**src/rtl/ppd_pkg.sv**
```systemverilog
package ppd_pkg;

    localparam int unsigned DATA_W = 8;
    localparam int unsigned OFF_W  = 3;
    localparam int unsigned MODE_W = 3;
    localparam int unsigned NSEL   = 12;

    // select bit positions
    localparam int unsigned S_DATA   = 0;
    localparam int unsigned S_AFIFO  = 1;
    localparam int unsigned S_STATUS = 2;
    localparam int unsigned S_CTRL   = 3;
    localparam int unsigned S_EPPA   = 4;
    localparam int unsigned S_EPPD   = 5;
    localparam int unsigned S_CFIFO  = 6;
    localparam int unsigned S_DFIFO  = 7;
    localparam int unsigned S_TFIFO  = 8;
    localparam int unsigned S_CFGA   = 9;
    localparam int unsigned S_CFGB   = 10;
    localparam int unsigned S_ECR    = 11;

    // high-window offsets with a fixed meaning
    localparam logic [OFF_W-1:0] HI_FIFO_OFF = 3'd0;
    localparam logic [OFF_W-1:0] HI_CFGB_OFF = 3'd1;
    localparam logic [OFF_W-1:0] HI_ECR_OFF  = 3'd2;

    typedef enum logic [MODE_W-1:0] {
        MODE_COMPAT = 3'b000,
        MODE_BIDIR  = 3'b001,
        MODE_PPFIFO = 3'b010,
        MODE_ECP    = 3'b011,
        MODE_EPP    = 3'b100,
        MODE_RSVD   = 3'b101,
        MODE_TEST   = 3'b110,
        MODE_CONFIG = 3'b111
    } mode_e;

endpackage

```
**src/rtl/ppd_mode_reg.sv**
```systemverilog
module ppd_mode_reg
    import ppd_pkg::*;
#(
    parameter int unsigned DW = DATA_W
) (
    input  logic          clk,
    input  logic          rst_n,
    input  logic          ecr_wr,
    input  logic [DW-1:0] wdata,
    output logic [DW-1:0] ecr_q,
    output mode_e         mode
);

    localparam int unsigned MODE_LSB = DW - MODE_W;

    mode_e                 mode_q, mode_d;
    logic [MODE_LSB-1:0]   low_q, low_d;

    // next-state: LOAD on a control write, otherwise hold
    always_comb begin
        mode_d = mode_q;
        low_d  = low_q;
        if (ecr_wr) begin
            mode_d = mode_e'(wdata[DW-1:MODE_LSB]);
            low_d  = wdata[MODE_LSB-1:0];
        end
    end

    // state register
    always_ff @(posedge clk or negedge rst_n) begin
        if (!rst_n) begin
            mode_q <= MODE_COMPAT;
            low_q  <= '0;
        end else begin
            mode_q <= mode_d;
            low_q  <= low_d;
        end
    end

    assign ecr_q = {mode_q, low_q};
    assign mode  = mode_q;

    p_reset_compat_r1: assert property (@(posedge clk) disable iff (!rst_n)
        $rose(rst_n) |-> (ecr_q == '0));

    p_load_byte_r2: assert property (@(posedge clk) disable iff (!rst_n)
        ecr_wr |=> (ecr_q == $past(wdata)));

    p_hold_mode_r10: assert property (@(posedge clk) disable iff (!rst_n)
        !ecr_wr |=> $stable(ecr_q));

endmodule

```
**src/rtl/ppd_sel_decode.sv**
```systemverilog
module ppd_sel_decode
    import ppd_pkg::*;
(
    input  logic             addr_hi,
    input  logic [OFF_W-1:0] addr_off,
    input  logic             rd_en,
    input  logic             wr_en,
    input  mode_e            mode,
    output logic [NSEL-1:0]  sel
);

    logic strobe;
    assign strobe = rd_en | wr_en;

    always_comb begin
        sel = '0;
        if (!addr_hi) begin
            unique case (addr_off)
                3'd0: begin
                    unique case (mode)
                        MODE_COMPAT,
                        MODE_BIDIR:  sel[S_DATA]  = strobe;
                        MODE_ECP:    sel[S_AFIFO] = wr_en;
                        default:     ;
                    endcase
                end
                3'd1: sel[S_STATUS] = rd_en;
                3'd2: sel[S_CTRL]   = strobe;
                3'd3: sel[S_EPPA]   = strobe && (mode == MODE_EPP);
                default: sel[S_EPPD] = strobe && (mode == MODE_EPP);
            endcase
        end else begin
            unique case (addr_off)
                HI_FIFO_OFF: begin
                    unique case (mode)
                        MODE_PPFIFO: sel[S_CFIFO] = wr_en;
                        MODE_ECP:    sel[S_DFIFO] = strobe;
                        MODE_TEST:   sel[S_TFIFO] = strobe;
                        MODE_CONFIG: sel[S_CFGA]  = rd_en;
                        default:     ;
                    endcase
                end
                HI_CFGB_OFF: sel[S_CFGB] = strobe && (mode == MODE_CONFIG);
                HI_ECR_OFF:  sel[S_ECR]  = strobe;
                default:     ;
            endcase
        end
    end

endmodule

```
**src/rtl/ppd_rd_mux.sv**
```systemverilog
module ppd_rd_mux
    import ppd_pkg::*;
#(
    parameter int unsigned DW = DATA_W
) (
    input  logic                     rd_en,
    input  logic [NSEL-1:0]          sel,
    input  logic [NSEL-1:0][DW-1:0]  src,
    output logic [DW-1:0]            rdata
);

    logic [NSEL-1:0][DW-1:0] gated;

    for (genvar i = 0; i < NSEL; i++) begin : g_gate
        assign gated[i] = (rd_en && sel[i]) ? src[i] : '0;
    end

    always_comb begin
        rdata = '0;
        for (int i = 0; i < NSEL; i++) begin
            rdata = rdata | gated[i];
        end
    end

endmodule

```
**src/rtl/ppd_regdec.sv**
```systemverilog
module ppd_regdec
    import ppd_pkg::*;
(
    input  logic               clk,
    input  logic               rst_n,
    input  logic               addr_hi,
    input  logic [OFF_W-1:0]   addr_off,
    input  logic               rd_en,
    input  logic               wr_en,
    input  logic [DATA_W-1:0]  wdata,
    input  logic [DATA_W-1:0]  data_port_q,
    input  logic [DATA_W-1:0]  status_q,
    input  logic [DATA_W-1:0]  control_q,
    input  logic [DATA_W-1:0]  epp_addr_q,
    input  logic [DATA_W-1:0]  epp_data_q,
    input  logic [DATA_W-1:0]  fifo_q,
    input  logic [DATA_W-1:0]  cfga_q,
    input  logic [DATA_W-1:0]  cfgb_q,
    output logic [NSEL-1:0]    sel,
    output logic [DATA_W-1:0]  rdata,
    output logic [MODE_W-1:0]  mode
);

    mode_e                      mode_s;
    logic [DATA_W-1:0]          ecr_q;
    logic                       ecr_wr;
    logic [NSEL-1:0][DATA_W-1:0] src;

    ppd_mode_reg #(.DW(DATA_W)) u_mode (
        .clk    (clk),
        .rst_n  (rst_n),
        .ecr_wr (ecr_wr),
        .wdata  (wdata),
        .ecr_q  (ecr_q),
        .mode   (mode_s)
    );

    ppd_sel_decode u_dec (
        .addr_hi  (addr_hi),
        .addr_off (addr_off),
        .rd_en    (rd_en),
        .wr_en    (wr_en),
        .mode     (mode_s),
        .sel      (sel)
    );

    assign ecr_wr = wr_en & sel[S_ECR];

    always_comb begin
        src          = '0;
        src[S_DATA]  = data_port_q;
        src[S_STATUS]= status_q;
        src[S_CTRL]  = control_q;
        src[S_EPPA]  = epp_addr_q;
        src[S_EPPD]  = epp_data_q;
        src[S_DFIFO] = fifo_q;
        src[S_TFIFO] = fifo_q;
        src[S_CFGA]  = cfga_q;
        src[S_CFGB]  = cfgb_q;
        src[S_ECR]   = ecr_q;
    end

    ppd_rd_mux #(.DW(DATA_W)) u_mux (
        .rd_en (rd_en),
        .sel   (sel),
        .src   (src),
        .rdata (rdata)
    );

    assign mode = mode_s;

    p_onehot_sel_r9: assert property (@(posedge clk) disable iff (!rst_n)
        $onehot0(sel));

    p_idle_quiet_r8: assert property (@(posedge clk) disable iff (!rst_n)
        !(rd_en || wr_en) |-> (sel == '0 && rdata == '0));

    p_unmapped_zero_r8: assert property (@(posedge clk) disable iff (!rst_n)
        (rd_en && sel == '0) |-> (rdata == '0));

    p_status_read_only_r4: assert property (@(posedge clk) disable iff (!rst_n)
        (wr_en && !rd_en) |-> !sel[S_STATUS]);

    p_ecr_high_only_r2: assert property (@(posedge clk) disable iff (!rst_n)
        sel[S_ECR] |-> (addr_hi && addr_off == HI_ECR_OFF));

    p_cfg_mode_only_r7: assert property (@(posedge clk) disable iff (!rst_n)
        (sel[S_CFGA] || sel[S_CFGB]) |-> (mode == 3'b111));

endmodule

```
**config.mk**
```make
export PLATFORM = sky130hd
export DESIGN_NAME = ppd_regdec
export DESIGN_NICKNAME = d
export VERILOG_FILES = /design/src/rtl/ppd_pkg.sv /design/src/rtl/ppd_mode_reg.sv /design/src/rtl/ppd_sel_decode.sv /design/src/rtl/ppd_rd_mux.sv /design/src/rtl/ppd_regdec.sv
export SDC_FILE = /design/constraint.sdc
export NUM_CORES = 1
export LEC_CHECK = 0
export BUFFER_PORTS_ARGS = -buffer_cell sky130_fd_sc_hd__buf_2
export CAP_MARGIN = 20
export CORE_ASPECT_RATIO = 0.75
export CORE_MARGIN = 4
export CORE_UTILIZATION = 23
export CTS_CLUSTER_SIZE = 12
export DETAILED_ROUTE_END_ITERATION = 8
export MAX_ROUTING_LAYER = met4
export PLACE_DENSITY = 0.61
export SLEW_MARGIN = 0
export SYNTH_ARGS = -nofsm -noshare
export SYNTH_HDL_FRONTEND = slang
export SYNTH_SLANG_ARGS = --single-unit
```
**constraint.sdc**
```tcl
create_clock -name clk -period 4.62 [get_ports clk]
set_input_delay 0.693 -clock clk [delete_from_list [all_inputs] [get_ports clk]]
set_output_delay 0.693 -clock clk [all_outputs]
set_load 0.005 [all_outputs]
```
==> run_summary.xml <==
<?xml version="1.0" encoding="UTF-8"?>
<metrics>
  <group name="status">
    <metric name="outcome" unit="">completed</metric>
  </group>
  <group name="sta">
    <metric name="finalSetupViolations" unit="">0</metric>
    <metric name="layout_min_cycle_time" unit="ns">2.95</metric>
    <metric name="layout_worst_path_cycle_share" unit="">0.640</metric>
    <metric name="skew" unit="ns">0</metric>
    <metric name="slew_violations" unit="">0</metric>
    <metric name="post-route-worst-setup-slack" unit="ns">1.67</metric>
    <metric name="max_clock_freq" unit="MHz">338</metric>
    <metric name="rsz0062_at_grt" unit="">false</metric>
    <metric name="worst_slew_margin_rel" unit="">0.447</metric>
    <metric name="max_slew.worst_pin.slew" unit="ns">0.827</metric>
    <metric name="finalHoldViolations" unit="">0</metric>
    <metric name="setup-tns-final" unit="ns">0</metric>
  </group>
  <group name="setup_path">
    <metric name="crit_path_max_fanout" unit="">17</metric>
    <metric name="criticalPathCategory" unit="">in -&gt; out</metric>
    <metric name="worstPathArrival" unit="ns">2.26</metric>
    <metric name="critical_path.startpoint_type" unit="">input port</metric>
    <metric name="slowest_delay" unit="ns">0.44</metric>
    <metric name="timing.critical_path.mode_cell" unit="">buf_2</metric>
    <metric name="cp_cell_sequence" unit="">buf_2 &gt; and2_1 &gt; and3_1 &gt; a2111oi_0 &gt; nand3_1 &gt; buf_2</metric>
    <metric name="critPathLaunch" unit="">addr_hi</metric>
    <metric name="required" unit="ns">3.93</metric>
    <metric name="r2r-start" unit="">u_mode.mode[1]$_DFFE_PN0P_</metric>
    <metric name="cp_slowest_cell" unit="">a2111oi_0</metric>
    <metric name="end_kind" unit="">primary output</metric>
  </group>
  <group name="detailed_routing">
    <metric name="wl" unit="um">5240</metric>
    <metric name="length_of_the_first_detailed_routing_pass_in_iterations" unit="">4</metric>
    <metric name="wire_per_inst" unit="um">16.4</metric>
    <metric name="detail_route.iter0.violations" unit="">183</metric>
    <metric name="detail_route.vias_per_cell" unit="">5.06</metric>
    <metric name="drc" unit="">0</metric>
    <metric name="number_of_nets_with_antenna_violations_after_detailed_routing" unit="">0</metric>
    <metric name="total_vias_in_the_final_route" unit="">1613</metric>
  </group>
  <group name="synth">
    <metric name="number_of_instances_in_the_synthesized_netlist" unit="">158</metric>
    <metric name="synth-seq-area-share" unit="">0.161</metric>
    <metric name="synth-async-reset-ratio" unit="">1.00</metric>
    <metric name="synth_enable_flop_cells" unit="">0</metric>
    <metric name="synth_flop_type" unit="">dfrtp_1</metric>
    <metric name="post_synth.cell_area_avg" unit="um2">7.89</metric>
    <metric name="yosysWarnings" unit="">0</metric>
    <metric name="synth_nets" unit="">238</metric>
    <metric name="ys_seq_elements" unit="">8</metric>
    <metric name="ys_types" unit="">39</metric>
    <metric name="syn_area" unit="um2">1250</metric>
  </group>
  <group name="floorplanning">
    <metric name="total_die_area" unit="um2">6670</metric>
    <metric name="io_pins" unit="">103</metric>
    <metric name="rows" unit="">22</metric>
    <metric name="floorplan.initialDensity" unit="">0.246</metric>
    <metric name="die_w" unit="um">93.0</metric>
    <metric name="fp.coreArea" unit="um2">5060</metric>
    <metric name="die_h" unit="um">71.7</metric>
  </group>
  <group name="cells_and_area">
    <metric name="post-route-util" unit="">0.353</metric>
    <metric name="final_design_area_no_fill" unit="um2">1790</metric>
    <metric name="antenna-diode-count" unit="">0</metric>
    <metric name="layout.cells.most_common_list" unit="">buf_2, and3_1, nand3_1</metric>
    <metric name="fillerInstances" unit="">570</metric>
    <metric name="area.growth.synth_to_final" unit="%">43.3</metric>
    <metric name="post_route_cells_drive_above_1_share" unit="">0.490</metric>
    <metric name="design.final.nets" unit="">329</metric>
    <metric name="mostFrequentLayoutCell" unit="">buf_2</metric>
  </group>
  <group name="pwr">
    <metric name="total_power" unit="mW">0.325</metric>
    <metric name="leakage" unit="nW">0.928</metric>
    <metric name="powerDensity" unit="nW/um2">182</metric>
    <metric name="vdd_drop_max" unit="mV">0.220</metric>
  </group>
  <group name="clock_network">
    <metric name="post_cts_buffers" unit="">0</metric>
    <metric name="htree_num_levels" unit="">1</metric>
    <metric name="cts_tree" unit="">yes</metric>
    <metric name="post_cts_resize_count" unit="">0</metric>
    <metric name="cts_root_buffer" unit="">clkbuf_8</metric>
    <metric name="clock_latency_late_sink" unit="ns">0.22</metric>
    <metric name="ctsLongestPathBuffers" unit="">2</metric>
    <metric name="num_cts_buffers" unit="">3</metric>
    <metric name="postCtsHoldBufs" unit="">0</metric>
    <metric name="cts.sinks" unit="">8</metric>
    <metric name="clk_pin_slew_worst_paths" unit="ns">0.04</metric>
  </group>
  <group name="grt">
    <metric name="grt_first_pass_wirelength" unit="um">7780</metric>
    <metric name="grt_pass1_vias" unit="">1505</metric>
    <metric name="global_route.overflow_total" unit="">0</metric>
    <metric name="globalRouteTotalUtil" unit="">0.151</metric>
    <metric name="initial_antenna_violation_count" unit="">0</metric>
    <metric name="grt_max_degree" unit="">18</metric>
  </group>
  <group name="placed_design">
    <metric name="io_buffer_count" unit="">102</metric>
    <metric name="dpl-instance-area" unit="um2">1740</metric>
    <metric name="gp_routability_congestion" unit="">0.922</metric>
    <metric name="hpwl" unit="um">4400</metric>
    <metric name="preCtsSetupSlack" unit="ns">1.68</metric>
  </group>
  <group name="hold_path">
    <metric name="min-delay-path-class" unit="">in -&gt; async</metric>
  </group>
  <group name="job">
    <metric name="maxCapViolCount" unit="">0</metric>
  </group>
</metrics>
-- final timing paths --
| path | to | slack, ns | cells past startpoint |
|---|---|---|---|
| hold / removal | u_mode.low_q[4]$_DFFE_PN0P_ | 0.31 | 1 |
| setup / recovery | rdata[1] | 1.67 | 6 |
| max in group asynchronous | u_mode.mode[2]$_DFFE_PN0P_ | 4.14 | 1 |
| setup reg to reg | u_mode.mode[1]$_DFFE_PN0P_ | 3.64 | 1 |
| min in group clk | u_mode.low_q[2]$_DFFE_PN0P_ | 0.49 | 1 |
| hold reg to reg | u_mode.low_q[2]$_DFFE_PN0P_ | 0.49 | 1 |
-- final cells by class --
class	instances	area, um2	area share
Clock buffer	3	41.3	0.0231
Multi-Input combinational cell	124	906	0.507
Timing Repair Buffer	102	510	0.286
Inverter	10	37.5	0.0210
Tap cell	72	90.1	0.0505
Sequential cell	8	200	0.112
-- per-stage QoR --
step	hold WS (ns)	cells
2_1_floorplan	0.397	158
3_3_place_gp	0.485	316
3_5_place_dp	0.489	316
4_1_cts	0.309	319
5_1_grt	0.316	319
6_report	0.310	319
-- power by group --
group / switching, mW / internal [mW] / leakage (nW)
Sequential: 0.0251 / 0.0865 / 0.0981
Clock: 0.0234 / 0.0561 / 0.0216
Combinational: 0.0671 / 0.0669 / 0.808
-- Yosys cell counts, types with 4 or more instances --
cell type / instances / share of area
nand2_1: 10 / 0.030
and3_1: 16 / 0.080
dfrtp_1: 8 / 0.16
nand3b_1: 5 / 0.030
nand3_1: 11 / 0.044
a2111oi_0: 4 / 0.028
nor3b_1: 4 / 0.024
a211oi_1: 6 / 0.036
nor4_1: 9 / 0.045
buf_2: 7 / 0.028
mux2_2: 8 / 0.072
nor3_1: 4 / 0.016
a32o_1: 8 / 0.064
a221oi_1: 8 / 0.056
nor2_1: 8 / 0.024
inv_1: 10 / 0.030
-- sequential cells by signal, summed over array words and instances (netlist names) --
signal        cells
u_mode.mode       3
u_mode.low_q      5
-- worst max-delay path: cells and delay by family --
family,cells,cell delay [ns]
simple gates,3,0.76
compound gates,1,0.44
buf+inv,2,0.37
-- layer usage --
| layer | wire length, um | track usage | vias to the layer above |
|---|---|---|---|
| li1 | - | - | 793 |
| met1 | 2690 | 0.225 | 744 |
| met2 | 2150 | 0.211 | 72 |
| met3 | 370 | 0.0346 | 4 |
| met4 | 34 | 0.0163 | 0 |
| met5 | 0 | - | - |
-- cell families (layout without fill, tap and decap cells) --
group / Yosys count / count (layout) / synth area share
AND/OR/NAND/NOR: 87 / 87 / 0.447
flip-flops: 8 / 8 / 0.161
buffers and inverters: 26 / 115 / 0.112
XOR/XNOR: 1 / 1 / 0.00703
AO/OA/AOI/OAI: 26 / 26 / 0.185
multiplexers: 10 / 10 / 0.0884
No activity file was read; power rests on OpenSTA's default activity.
